--- src/rtl/prot_unlock_pkg.sv ---
package prot_unlock_pkg;

    localparam logic [7:0] KEY_FIRST  = 8'h59;
    localparam logic [7:0] KEY_SECOND = 8'h16;
    localparam logic [7:0] KEY_THIRD  = 8'h88;

    typedef enum logic [1:0] {
        STEP_IDLE = 2'd0,
        STEP_ONE  = 2'd1,
        STEP_TWO  = 2'd2
    } step_t;

    typedef enum logic [1:0] {
        ACC_NONE      = 2'd0,
        ACC_KEY_WRITE = 2'd1,
        ACC_KEY_READ  = 2'd2,
        ACC_FOREIGN   = 2'd3
    } acc_kind_t;

    typedef struct packed {
        acc_kind_t  kind;
        logic [7:0] byte_val;
    } bus_event_t;

    typedef struct packed {
        step_t step;
        logic  unlocked;
    } track_state_t;

    // Next tracker state for a key-register write while locked.
    function automatic track_state_t key_advance(step_t cur, logic [7:0] val);
        track_state_t nxt;
        nxt.unlocked = 1'b0;
        nxt.step     = STEP_IDLE;
        if (cur == STEP_TWO && val == KEY_THIRD) begin
            nxt.unlocked = 1'b1;
        end else if (cur == STEP_ONE && val == KEY_SECOND) begin
            nxt.step = STEP_TWO;
        end else if (val == KEY_FIRST) begin
            nxt.step = STEP_ONE;
        end
        return nxt;
    endfunction

endpackage

--- src/rtl/prot_unlock_classify.sv ---
module prot_unlock_classify
    import prot_unlock_pkg::*;
#(
    parameter int ADDR_W = 8,
    parameter int DATA_W = 8,
    parameter logic [ADDR_W-1:0] LOCK_ADDR = '0
) (
    input  logic [ADDR_W-1:0] bus_addr,
    input  logic              bus_wr,
    input  logic              bus_rd,
    input  logic [DATA_W-1:0] bus_wdata,
    output bus_event_t        evt
);
    logic hit;

    always_comb begin
        hit          = (bus_addr == LOCK_ADDR);
        evt.byte_val = bus_wdata[7:0];
        if (bus_wr && hit) begin
            evt.kind = ACC_KEY_WRITE;
        end else if (bus_rd && hit) begin
            evt.kind = ACC_KEY_READ;
        end else if (bus_wr || bus_rd) begin
            evt.kind = ACC_FOREIGN;
        end else begin
            evt.kind = ACC_NONE;
        end
    end
endmodule

--- src/rtl/prot_unlock_tracker.sv ---
module prot_unlock_tracker
    import prot_unlock_pkg::*;
(
    input  logic       clk,
    input  logic       rst,
    input  bus_event_t evt,
    output logic       unlocked
);
    track_state_t cur_q, nxt;

    always_comb begin
        nxt = cur_q;
        if (cur_q.unlocked) begin
            if (evt.kind == ACC_KEY_WRITE) begin
                nxt.unlocked = 1'b0;
                nxt.step     = STEP_IDLE;
            end
        end else begin
            unique case (evt.kind)
                ACC_KEY_WRITE: nxt = key_advance(cur_q.step, evt.byte_val);
                ACC_KEY_READ,
                ACC_FOREIGN:   nxt.step = STEP_IDLE;
                default:       nxt = cur_q;
            endcase
        end
    end

    always_ff @(posedge clk) begin
        if (rst) begin
            cur_q.unlocked <= 1'b0;
            cur_q.step     <= STEP_IDLE;
        end else begin
            cur_q <= nxt;
        end
    end

    assign unlocked = cur_q.unlocked;
endmodule

--- src/rtl/prot_unlock_readback.sv ---
module prot_unlock_readback
    import prot_unlock_pkg::*;
#(
    parameter int DATA_W = 8
) (
    input  bus_event_t        evt,
    input  logic              unlocked,
    output logic [DATA_W-1:0] rdata
);
    always_comb begin
        rdata = '0;
        if (evt.kind == ACC_KEY_READ) begin
            rdata[0] = unlocked;
        end
    end
endmodule

--- src/rtl/prot_unlock_seq.sv ---
module prot_unlock_seq
    import prot_unlock_pkg::*;
#(
    parameter int ADDR_W = 8,
    parameter int DATA_W = 8,
    parameter logic [ADDR_W-1:0] LOCK_ADDR = 8'h40
) (
    input  logic              clk,
    input  logic              rst,
    input  logic [ADDR_W-1:0] bus_addr,
    input  logic              bus_wr,
    input  logic              bus_rd,
    input  logic [DATA_W-1:0] bus_wdata,
    output logic [DATA_W-1:0] bus_rdata,
    output logic              unlock_o
);
    bus_event_t evt;
    logic       flag;

    prot_unlock_classify #(
        .ADDR_W(ADDR_W), .DATA_W(DATA_W), .LOCK_ADDR(LOCK_ADDR)
    ) classify_i (
        .bus_addr(bus_addr), .bus_wr(bus_wr), .bus_rd(bus_rd),
        .bus_wdata(bus_wdata), .evt(evt)
    );

    prot_unlock_tracker tracker_i (
        .clk(clk), .rst(rst), .evt(evt), .unlocked(flag)
    );

    prot_unlock_readback #(.DATA_W(DATA_W)) readback_i (
        .evt(evt), .unlocked(flag), .rdata(bus_rdata)
    );

    assign unlock_o = flag;
endmodule

--- config.mk ---
export PLATFORM = sky130hd
export DESIGN_NAME = prot_unlock_seq
export DESIGN_NICKNAME = d
export VERILOG_FILES = /design/src/rtl/prot_unlock_pkg.sv /design/src/rtl/prot_unlock_classify.sv /design/src/rtl/prot_unlock_tracker.sv /design/src/rtl/prot_unlock_readback.sv /design/src/rtl/prot_unlock_seq.sv
export SDC_FILE = /design/constraint.sdc
export NUM_CORES = 1
export LEC_CHECK = 0
export BUFFER_PORTS_ARGS = -buffer_cell sky130_fd_sc_hd__buf_2
export CAP_MARGIN = 20
export CORE_AREA = 10 10 47 49
export DETAILED_ROUTE_END_ITERATION = 8
export DIE_AREA = 0 0 57 59
export GPL_ROUTABILITY_DRIVEN = 1
export GPL_TIMING_DRIVEN = 0
export PLACE_DENSITY_LB_ADDON = 0.08
export REMOVE_ABC_BUFFERS = 1
export SKIP_CTS_REPAIR_TIMING = 1
export SYNTH_ARGS = -nofsm -noshare
export SYNTH_HDL_FRONTEND = slang
export SYNTH_HIERARCHICAL = 1
export SYNTH_SLANG_ARGS = --single-unit
--- constraint.sdc ---
create_clock -name clk -period 1.4 [get_ports clk]
set_input_delay 0.21 -clock clk [delete_from_list [all_inputs] [get_ports clk]]
set_output_delay 0.21 -clock clk [all_outputs]
set_load 0.02 [all_outputs]
Yosys cells after proc, flatten, opt, wreduce, memory -nomap -nowiden
Index checks and enable logic that the tools add are counted.
Widths: inputs -> output; s select.

storage, ports and cells
  input bits = 20
  register bits after elaboration = 3
  ROM bits = 0
  bits in writable memories = 0
  bits in latches = 0
  memories kept = 0
  word-level logic and storage cells = 32

cells by class
  add/subtract/negate cells = 0
  shifts and indexed selects = 0
  $lt $le $gt $ge = 0
  bitwise logic cells = 0
  reduce and logical (&&, ||, !) cells = 8
  eq/ne operators = 10
  muxes and demuxes = 12
  div/mod/pow operators = 0
  multipliers = 0

operators by type and width
  kind                number
  $eq 8x7->1 const B  2
  $mux 2              5
  $eq 8x5->1 const B  1
  $eq 8x8->1 const B  1
  $eq 2x2->1 const B  3
  $mux 3              2
  $eq 2x1->1 const B  2
  $logic_and 1x1->1   4
  $mux 1              4
  $pmux 2 s2          1
  $ne 2x2->1 const B  1
  $reduce_and 2->1    1
  $reduce_bool 2->1   1
  $reduce_or 2->1     1
  $logic_or 1x1->1    1

Depth between registers and ports, before layout
Gate-level depths: netlist of the first run.

  word-level depth = 8
  gate-level depth with buffers = 6

Hierarchy
The synthesis of the first run kept the hierarchy.

modules (own cells, without submodules)
  module                times used  cells each  area an instance (um^2)
  prot_unlock_tracker   1           24          195.2
  prot_unlock_classify  1           14          117.6
  prot_unlock_readback  1           9           65.1

Worst setup path before layout of the first run
OpenSTA, ideal clock, no wires.

  kind = input-to-reg
  start point = in bus_addr[1]
  end point = reg, netlist name tracker_i/unlocked
  path buffers = 0
  stages on the path = 5
  arrival = 1199 ps
  library setup time = 74 ps
  data required time = 1326 ps
  path slack = 127 ps
  cell sequence = nor4_2 > a31oi_1 > nor4b_1 > nand2_1 > o21ai_0

RTL lines
  item         RTL line               source
  from (decl)  prot_unlock_seq.sv:10  input logic [ADDR_W-1:0] bus_addr,

==> flow_summary.json, run 1 <==
{
  "grt_start_max_net_pins": 7,
  "track_usage_pct": 5.27,
  "cp.required_ns": 1.19,
  "cts_num_sinks": 3,
  "drv_cap": 0,
  "cts_tree": "yes",
  "hold_viol_final": 0,
  "viasPerCell": 4.23,
  "cts_buffer_depth": 2,
  "drc_errors": 0,
  "fill_cells": 166,
  "seq_power_share_pct": 26.9,
  "cp_max_fo": 3,
  "first_pass_iters": 4,
  "worstSkewPairLatency_ns": 0.23,
  "grt_pass1_vias": 341,
  "fin_skew_ns": 0.00174,
  "timing.critical_path.buf_inv": 2,
  "grt_overflow": 0,
  "io_buffers": 21,
  "p_comb_share_pct": 26.8,
  "crit_slowest_cell": "nor4_4",
  "initial_utilization_pct": 27.0,
  "setup_viol_count_final": 0,
  "antenna_found_initial": 0,
  "ioPinCount": 29,
  "endpoint_kind": "primary output",
  "drt_iter0_drc": 5,
  "dp_hpwl_microns": 846,
  "vias": 338,
  "die_w_microns": 57,
  "syn_inst": 47,
  "die_h_microns": 59,
  "fin_util_pct": 35.2,
  "antenna_left": 0,
  "p_switching_w": 0.0000862,
  "arrival_ns": 1.19,
  "swShare_pct": 26.9,
  "syn_to_final_growth_pct": 30.5,
  "synth_area_sq_um": 378,
  "hold_path_class": "input pin to flip-flop",
  "wl_microns": 940,
  "fin_nets": 85,
  "syn_area_per_cell_sq_um": 8.04,
  "diodes": 0,
  "p_clk_share_pct": 46.3,
  "dieArea_sq_um": 3360,
  "grt_setup_unrepaired": "true",
  "yosys_warnings": 6,
  "post-route-period-util_pct": 99.7,
  "cts.clk_slew.worst_paths_ns": 0.03,
  "p_per_area_nw_per_um2": 650,
  "coreArea_sq_um": 1400,
  "grt_pass1_wl_microns": 1420,
  "p_int_w": 0.000234,
  "max_clock_freq_mhz": 717,
  "drv_slew": 0,
  "synthDistinctLibCells": 21,
  "gp_routability_congestion": 0.752,
  "max-vdd-ir-drop_mv": 0.335,
  "drive_gt1_share_pct": 45.3,
  "routedWlPerCell_microns": 11.8,
  "cp_slowest_stage_delay_ns": 0.28,
  "cpLargestDelayFamily": "simple AND/OR/NAND/NOR gates",
  "criticalPathCategory": "input pin to primary output",
  "yosysSeqAreaShare_pct": 15.9,
  "p_leak_nw": 0.230,
  "crit_top_cell": "buf_6",
  "cp-start-kind": "input pin",
  "rows": 14,
  "whs_ns": 0.240,
  "rrSetupSlack_ns": 0.29,
  "path_cells": "buf_6, nor4_4, nand2_1, a21o_1, and3b_1, buf_6",
  "min_period_ns": 1.40,
  "outcome": "completed",
  "ctsRootBufferMaster": "clkbuf_4",
  "ys_ff_latch": 3,
  "htree_levels": 1,
  "cts_buffers": 3
}
-- cell families (layout without fill, tap and decap cells) --
| family | Yosys count | count (layout) | synth area share (%) |
|---|---|---|---|
| and+or+nand+nor | 20 | 20 | 40.1 |
| buffers and inverters | 17 | 28 | 31.8 |
| AOI/OAI and AO/OA | 5 | 5 | 8.61 |
| DFF | 3 | 3 | 15.9 |
| other | 1 | 7 | 0.992 |
| muxes | 1 | 1 | 2.65 |
-- layout make-up --
cell class	count	area, sq um	share of cell area (%)
Sequential cell	3	60.1	12.2
Clock buffer	4	26.3	5.33
Timing Repair Buffer	22	144	29.2
Tap cell	16	20.0	4.06
Multi-Input combinational cell	33	235	47.7
Inverter	2	7.51	1.52
-- per-layer routing --
layer / track usage, % / share of wire (%)
met1: 5.83 / 43
met3: 4.29 / 12
met2: 7.29 / 45
met5: 0 / 0
met4: 2.01 / 0
-- cell usage in the layout (no fill, tap or decap), types with 2 or more instances in the layout --
master,Yosys,final
clkbuf_4,0,3
o21ai_0,2,2
buf_2,0,16
nand2_1,5,5
nor2_1,3,3
inv_1,2,2
nor4b_1,3,2
conb_1,1,7
dfxtp_1,3,3
buf_6,0,5
-- worst paths after layout --
path | endpoint | from | cells after the start
min reg2reg | tracker_i/cur_q[2] | tracker_i/cur_q[2] | 2
max reg2reg | tracker_i/cur_q[1] | tracker_i/unlocked | 3
max | bus_rdata[0] | bus_addr[4] | 6
min | tracker_i/cur_q[2] | rst | 2
-- through the flow --
step                      instances  worst slack (ns)  setup TNS [ns]  area [sq um]  total power [W]
after detailed placement         75            -0.156          -0.458           413         0.000159
after CTS                        79            -0.103          -0.103           439         0.000314
final                            80           0.00481               0           493         0.000320
after floorplan                  38             0.127               0           288         0.000123
after global placement           75            -0.198          -0.560           413         0.000159
after global routing             80           -0.0708         -0.0708           493         0.000349
-- registers in the layout, summed over array words and instances (netlist names) --
| signal | cells |
|---|---|
| tracker_i/cur_q | 2 |
| tracker_i/unlocked | 1 |
-- cells in the mapped netlist --
master | number | area share (%)
nor4b_4 | 1 | 6.3
dfxtp_1 | 3 | 16
nand2b_4 | 1 | 3.6
a21o_1 | 1 | 2.0
buf_4 | 15 | 30
nor2_1 | 3 | 3.0
or4_1 | 1 | 2.0
and3b_1 | 1 | 2.3
nand4_1 | 1 | 1.7
o21ai_0 | 2 | 2.6
inv_1 | 2 | 2.0
nand4b_1 | 1 | 2.3
o32ai_1 | 1 | 2.3
nor4_2 | 1 | 3.3
a31oi_1 | 1 | 1.7
nand2b_1 | 1 | 1.7
nand3b_1 | 1 | 2.0
nand2_1 | 5 | 5.0
mux2i_1 | 1 | 2.6
conb_1 | 1 | 0.99
nor4b_1 | 3 | 7.0
-- power groups by stage --
stage	sequential [W]	clock, W	combinational [W]
after global placement	0.0000873	0	0.0000717
after floorplan	0.0000873	0	0.0000358
after detailed placement	0.0000873	0	0.0000718
final	0.0000860	0.000148	0.0000858
after CTS	0.0000860	0.000156	0.0000719
after global routing	0.0000858	0.000171	0.0000927
(Power assumes the default switching activity.)
==> run 2: changes to the inputs <==
- CTS_BUF_LIST: default -> sky130_fd_sc_hd__clkbuf_2
- SETUP_SLACK_MARGIN: default -> 0.1
==> flow_summary.json, run 2 (synthesized netlist as in run 1, its figures left out) <==
{
  "outcome": "completed",
  "vias": 349,
  "min_period_ns": 1.40,
  "hold_path_class": "input pin to flip-flop",
  "first_pass_iters": 4,
  "die_w_microns": 57,
  "htree_levels": 1,
  "drv_cap": 0,
  "io_buffers": 21,
  "gp_routability_congestion": 0.752,
  "initial_utilization_pct": 27.0,
  "top_regs": "tracker_i/cur_q: 2 flops, tracker_i/unlocked: 1 flops",
  "crit_top_cell": "buf_6",
  "mostFrequentLayoutCells": "buf_2, conb_1, nand2_1, buf_6, clkbuf_2",
  "p_leak_nw": 0.233,
  "holdPathStages": 2,
  "reg2reg_from": "tracker_i/cur_q[1]",
  "coreArea_sq_um": 1400,
  "grt_start_max_net_pins": 7,
  "dp_hpwl_microns": 846,
  "cp_max_fo": 3,
  "largest_register": "tracker_i/cur_q",
  "cts_tree": "yes",
  "syn_to_final_growth_pct": 31.8,
  "ioPinCount": 29,
  "whs_endpoint": "tracker_i/cur_q[2]",
  "final_area_sq_um": 498,
  "mostFrequentLayoutCell": "buf_2",
  "path_cells": "buf_6, nor4_4, nand2_1, a21o_1, and3b_1, buf_6",
  "cp-start-kind": "input pin",
  "rrSetupSlack_ns": 0.25,
  "setup_viol_count_final": 0,
  "drc_errors": 0,
  "fin_nets": 85,
  "antenna_left": 0,
  "drt_iter0_drc": 13,
  "drv_slew": 0,
  "drive_gt1_share_pct": 50.0,
  "cts.clk_slew.worst_paths_ns": 0.04,
  "r2r-end": "tracker_i/cur_q[2]",
  "max-vdd-ir-drop_mv": 0.248,
  "grt_overflow": 0,
  "worstRegToRegCells": 3,
  "grt_pass1_wl_microns": 1420,
  "post-route-period-util_pct": 99.7,
  "rows": 14,
  "max_clock_freq_mhz": 716,
  "grt_setup_unrepaired": "true",
  "timing.critical_path.buf_inv": 2,
  "layout.cells.non_filler": 80,
  "track_usage_pct": 5.27,
  "criticalPathCategory": "input pin to primary output",
  "cts_buffer_depth": 2,
  "cpLargestDelayFamily": "simple AND/OR/NAND/NOR gates",
  "ctsRootBufferMaster": "clkbuf_2",
  "holdCritStartpoint": "rst",
  "arrival_ns": 1.19,
  "p_per_area_nw_per_um2": 586,
  "dieArea_sq_um": 3360,
  "routedWlPerCell_microns": 12.6,
  "cp_slowest_stage_delay_ns": 0.28,
  "cts_num_sinks": 3,
  "hold_viol_final": 0,
  "largest_register_ffs": 2,
  "cp.required_ns": 1.19,
  "crit_slowest_cell": "nor4_4",
  "viasPerCell": 4.36,
  "diodes": 0,
  "fin_skew_ns": 0.00403,
  "cts_buffers": 3,
  "dp.cells": 75,
  "antenna_found_initial": 0,
  "wl_microns": 1010,
  "grt_pass1_vias": 336,
  "worstSkewPairLatency_ns": 0.20,
  "die_h_microns": 59,
  "place_area_sq_um": 413,
  "endpoint_kind": "primary output"
}
==> run 2: cell types whose count changed in the layout (fill, tap and decap cells not counted) <==
| cell | delta |
|---|---|
| clkbuf_2 | +4 |
| clkbuf_4 | -3 |
| clkbuf_1 | -1 |
| o21ai_0 | -1 |
| o21ai_2 | +1 |
| o32ai_1 | -1 |
| o32ai_2 | +1 |
==> run 2: where the power goes <==
part	internal (W)	switching, W
registers	0.0000859	0.0000000158
clock network	0.0000753	0.0000424
logic	0.0000421	0.0000461
total	0.000203	0.0000885
==> run 2: per-layer routing <==
layer / share of wire [%] / vias to the layer above / wire, microns / track usage, %
met3: 12 / 0 / 120 / 4.29
met4: 0 / 0 / 0 / 2.01
li1: - / 177 / - / -
met1: 40 / 151 / 407 / 5.93
met5: 0 / - / 0 / 0
met2: 47 / 21 / 477 / 7.13
==> run 2: layout make-up <==
cell class	count	area, sq um
Tap cell	16	20.0
Clock buffer	4	20.0
Sequential cell	3	60.1
Multi-Input combinational cell	33	246
Fill cell	164	903
Inverter	2	7.51
Timing Repair Buffer	22	144
==> run 2: how the worst max path moves through the flow <==
stage | cells past startpoint | to | start | slack (ns)
global route | 6 | bus_rdata[0] | bus_addr[4] | -0.07
global placement | 6 | tracker_i/unlocked | bus_addr[1] | -0.20
finish | 6 | bus_rdata[0] | bus_addr[4] | 0.004
CTS | 6 | bus_rdata[0] | bus_addr[1] | -0.10
detailed placement | 6 | tracker_i/unlocked | bus_addr[1] | -0.16
floorplan | 5 | tracker_i/unlocked | bus_addr[1] | 0.13
==> run 2: metrics by stage <==
step                      TNS, ns  util (%)  worst slack, ns  hold WS (ns)  total power, W
after floorplan                 0         -            0.127         0.327        0.000123
after global placement     -0.560      29.5           -0.198         0.478        0.000159
after detailed placement   -0.458      29.5           -0.156         0.475        0.000159
after CTS                  -0.103      30.9           -0.103         0.259        0.000282
after global routing      -0.0752      35.5          -0.0708         0.278        0.000320
final                           0      35.5          0.00368         0.289        0.000292
==> run 3: changes to the inputs <==
- ABC_AREA: default -> 1
- CORE_AREA: 10 10 47 49 -> default
- CORE_MARGIN: default -> 10
- CORE_UTILIZATION: default -> 30
- DIE_AREA: 0 0 57 59 -> default
==> flow_summary.json, run 3 <==
{
  "outcome": "completed",
  "synth_flop_cell": "dfxtp_1",
  "holdPathStages": 2,
  "use_met1_pct": 5.52,
  "post-route-period-util_pct": 84.9,
  "drive_gt1_share_pct": 30.7,
  "dp_hpwl_microns": 908,
  "endpoint_kind": "primary output",
  "grt_setup_unrepaired": "false",
  "drv_cap": 0,
  "die_h_microns": 58.5,
  "synth_top_area_share_pct": 25.3,
  "max-vdd-ir-drop_mv": 0.345,
  "drt_iter0_drc": 1,
  "cpLargestDelayFamily": "simple AND/OR/NAND/NOR gates",
  "cts.clk_slew.worst_paths_ns": 0.04,
  "top_regs": "tracker_i/cur_q: 2 flops, tracker_i/unlocked: 1 flops",
  "antenna_found_initial": 0,
  "dieArea_sq_um": 3430,
  "min_period_ns": 1.19,
  "setup_ws_ns": 0.212,
  "p_per_area_nw_per_um2": 601,
  "track_usage_pct": 5.86,
  "synth.area.top_cells": "buf_4, nand2_1, dfxtp_1, inv_1, nor2_1",
  "p_leak_nw": 0.316,
  "fin_skew_ns": 0.0105,
  "worstSkewPairLatency_ns": 0.21,
  "whs_ns": 0.184,
  "crit_slowest_cell": "buf_2",
  "synthDistinctLibCells": 14,
  "grt_start_max_net_pins": 6,
  "cp.required_ns": 1.19,
  "ctsRootBufferMaster": "clkbuf_2",
  "setup_viol_count_final": 0,
  "worstRegToRegCells": 6,
  "grt-busiest-layer": "met2",
  "yosysMostFrequentCell": "nand2_1",
  "vias": 458,
  "ys_ff_latch": 3,
  "yosysSeqAreaShare_pct": 13.5,
  "first_pass_iters": 3,
  "gp_routability_congestion": 0.672,
  "criticalPathCategory": "input pin to primary output",
  "hold_viol_final": 0,
  "reg2reg_from": "tracker_i/cur_q[2]",
  "wl_microns": 1010,
  "mostFrequentLayoutCell": "nand2_1",
  "grt_pass1_wl_microns": 1670,
  "antenna_left": 0,
  "synthArstFlopShare_pct": 0,
  "initial_utilization_pct": 33.0,
  "yosysTopAreaCell": "buf_4",
  "drc_errors": 0,
  "grt_pass1_vias": 491,
  "diodes": 0,
  "routedWlPerCell_microns": 8.67,
  "largest_register": "tracker_i/cur_q",
  "hold_path_class": "input pin to flip-flop",
  "cts_buffer_depth": 2,
  "dp_slack_ns": 0.179,
  "tns_ns": 0,
  "cp_max_fo": 3,
  "cts_num_sinks": 3,
  "place_area_sq_um": 479,
  "ioPinCount": 29,
  "synth_area_sq_um": 445,
  "drv_slew": 0,
  "syn_area_per_cell_sq_um": 5.24,
  "fill_cells": 166,
  "holdCritStartpoint": "rst",
  "viasPerCell": 3.95,
  "io_buffers": 21,
  "fin_util_pct": 37.0,
  "path_cells": "buf_2, inv_1, nand2_1, nor2_1, nand2_1, nand2_1, nand2_1, nor2_2, buf_2",
  "cts_tree": "yes",
  "r2r-end": "tracker_i/unlocked",
  "synth_common_cells": "nand2_1, buf_4, inv_1, nor2_1",
  "timing.critical_path.buf_inv": 3,
  "rows": 13,
  "grt_overflow": 0,
  "cp_slowest_stage_delay_ns": 0.16,
  "grt_util_met3_pct": 4.29,
  "syn_inst": 85,
  "crit_top_cell": "nand2_1",
  "fin_nets": 122,
  "seqCellArea_sq_um": 60.1,
  "coreArea_sq_um": 1350,
  "die_w_microns": 58.5,
  "cp-start-kind": "input pin",
  "rrSetupSlack_ns": 0.55,
  "multiInputGateArea_sq_um": 231,
  "final_area_sq_um": 499,
  "use_met2_pct": 9.71,
  "max_clock_freq_mhz": 841,
  "htree_levels": 1,
  "syn_to_final_growth_pct": 12.1,
  "largest_register_ffs": 2,
  "yosys_warnings": 6,
  "arrival_ns": 0.98,
  "whs_endpoint": "tracker_i/unlocked",
  "synth_edf_count": 0,
  "mostFrequentLayoutCells": "nand2_1, buf_2, inv_1, nor2_1, conb_1",
  "cts_buffers": 3
}
[run 3: logic make-up after synthesis]
kind of cell / Yosys count / synth area share (%)
AND/OR/NAND/NOR: 44 / 38.8
flip-flops: 3 / 13.5
buffers and inverters: 32 / 39.6
AO/OA/AOI/OAI: 5 / 7.30
other: 1 / 0.842
[run 3: layout make-up]
cell class / instances / area share, %
multi-input combinational: 56 / 46.4
timing repair buffer: 21 / 21.1
inverter: 17 / 12.8
sequential: 3 / 12.0
clock buffer: 4 / 4.01
tap: 15 / 3.76
[run 3: where the power goes]
| part | internal, W | total [W] | switching [W] |
|---|---|---|---|
| Sequential | 0.0000871 | 0.0000881 | 0.00000105 |
| Clock | 0.0000756 | 0.000125 | 0.0000495 |
| Combinational | 0.0000336 | 0.0000869 | 0.0000533 |
[run 3: per-layer routing]
layer | vias up | part of all wire [%]
met1 | 182 | 41
met5 | - | 0
li1 | 255 | -
met2 | 21 | 44
met4 | 0 | 0
met3 | 0 | 15
[run 3: how the worst max path moves through the flow]
stage | from | endpoint | slack [ns] | depth (start not counted)
floorplan | tracker_i/unlocked | bus_rdata[0] | 0.38 | 2
global placement | bus_addr[2] | tracker_i/unlocked | 0.18 | 12
detailed placement | bus_addr[2] | tracker_i/cur_q[2] | 0.18 | 13
CTS | bus_addr[2] | bus_rdata[0] | 0.20 | 9
global route | bus_addr[3] | bus_rdata[0] | 0.13 | 9
finish | bus_addr[2] | bus_rdata[0] | 0.21 | 9
[run 3: per-stage QoR]
step	total power [W]	std cells
floorplan	0.000141	76
global route	0.000326	116
global placement	0.000176	112
finish	0.000300	116
CTS	0.000302	116
detailed placement	0.000176	112
[run 3: worst reg2reg max path, delay by kind of cell (launching register included)]
family / cells / cell delay (ns)
flops: 1 / 0.32
compound gates: 1 / 0.11
simple gates: 4 / 0.29
buf+inv: 1 / 0.05
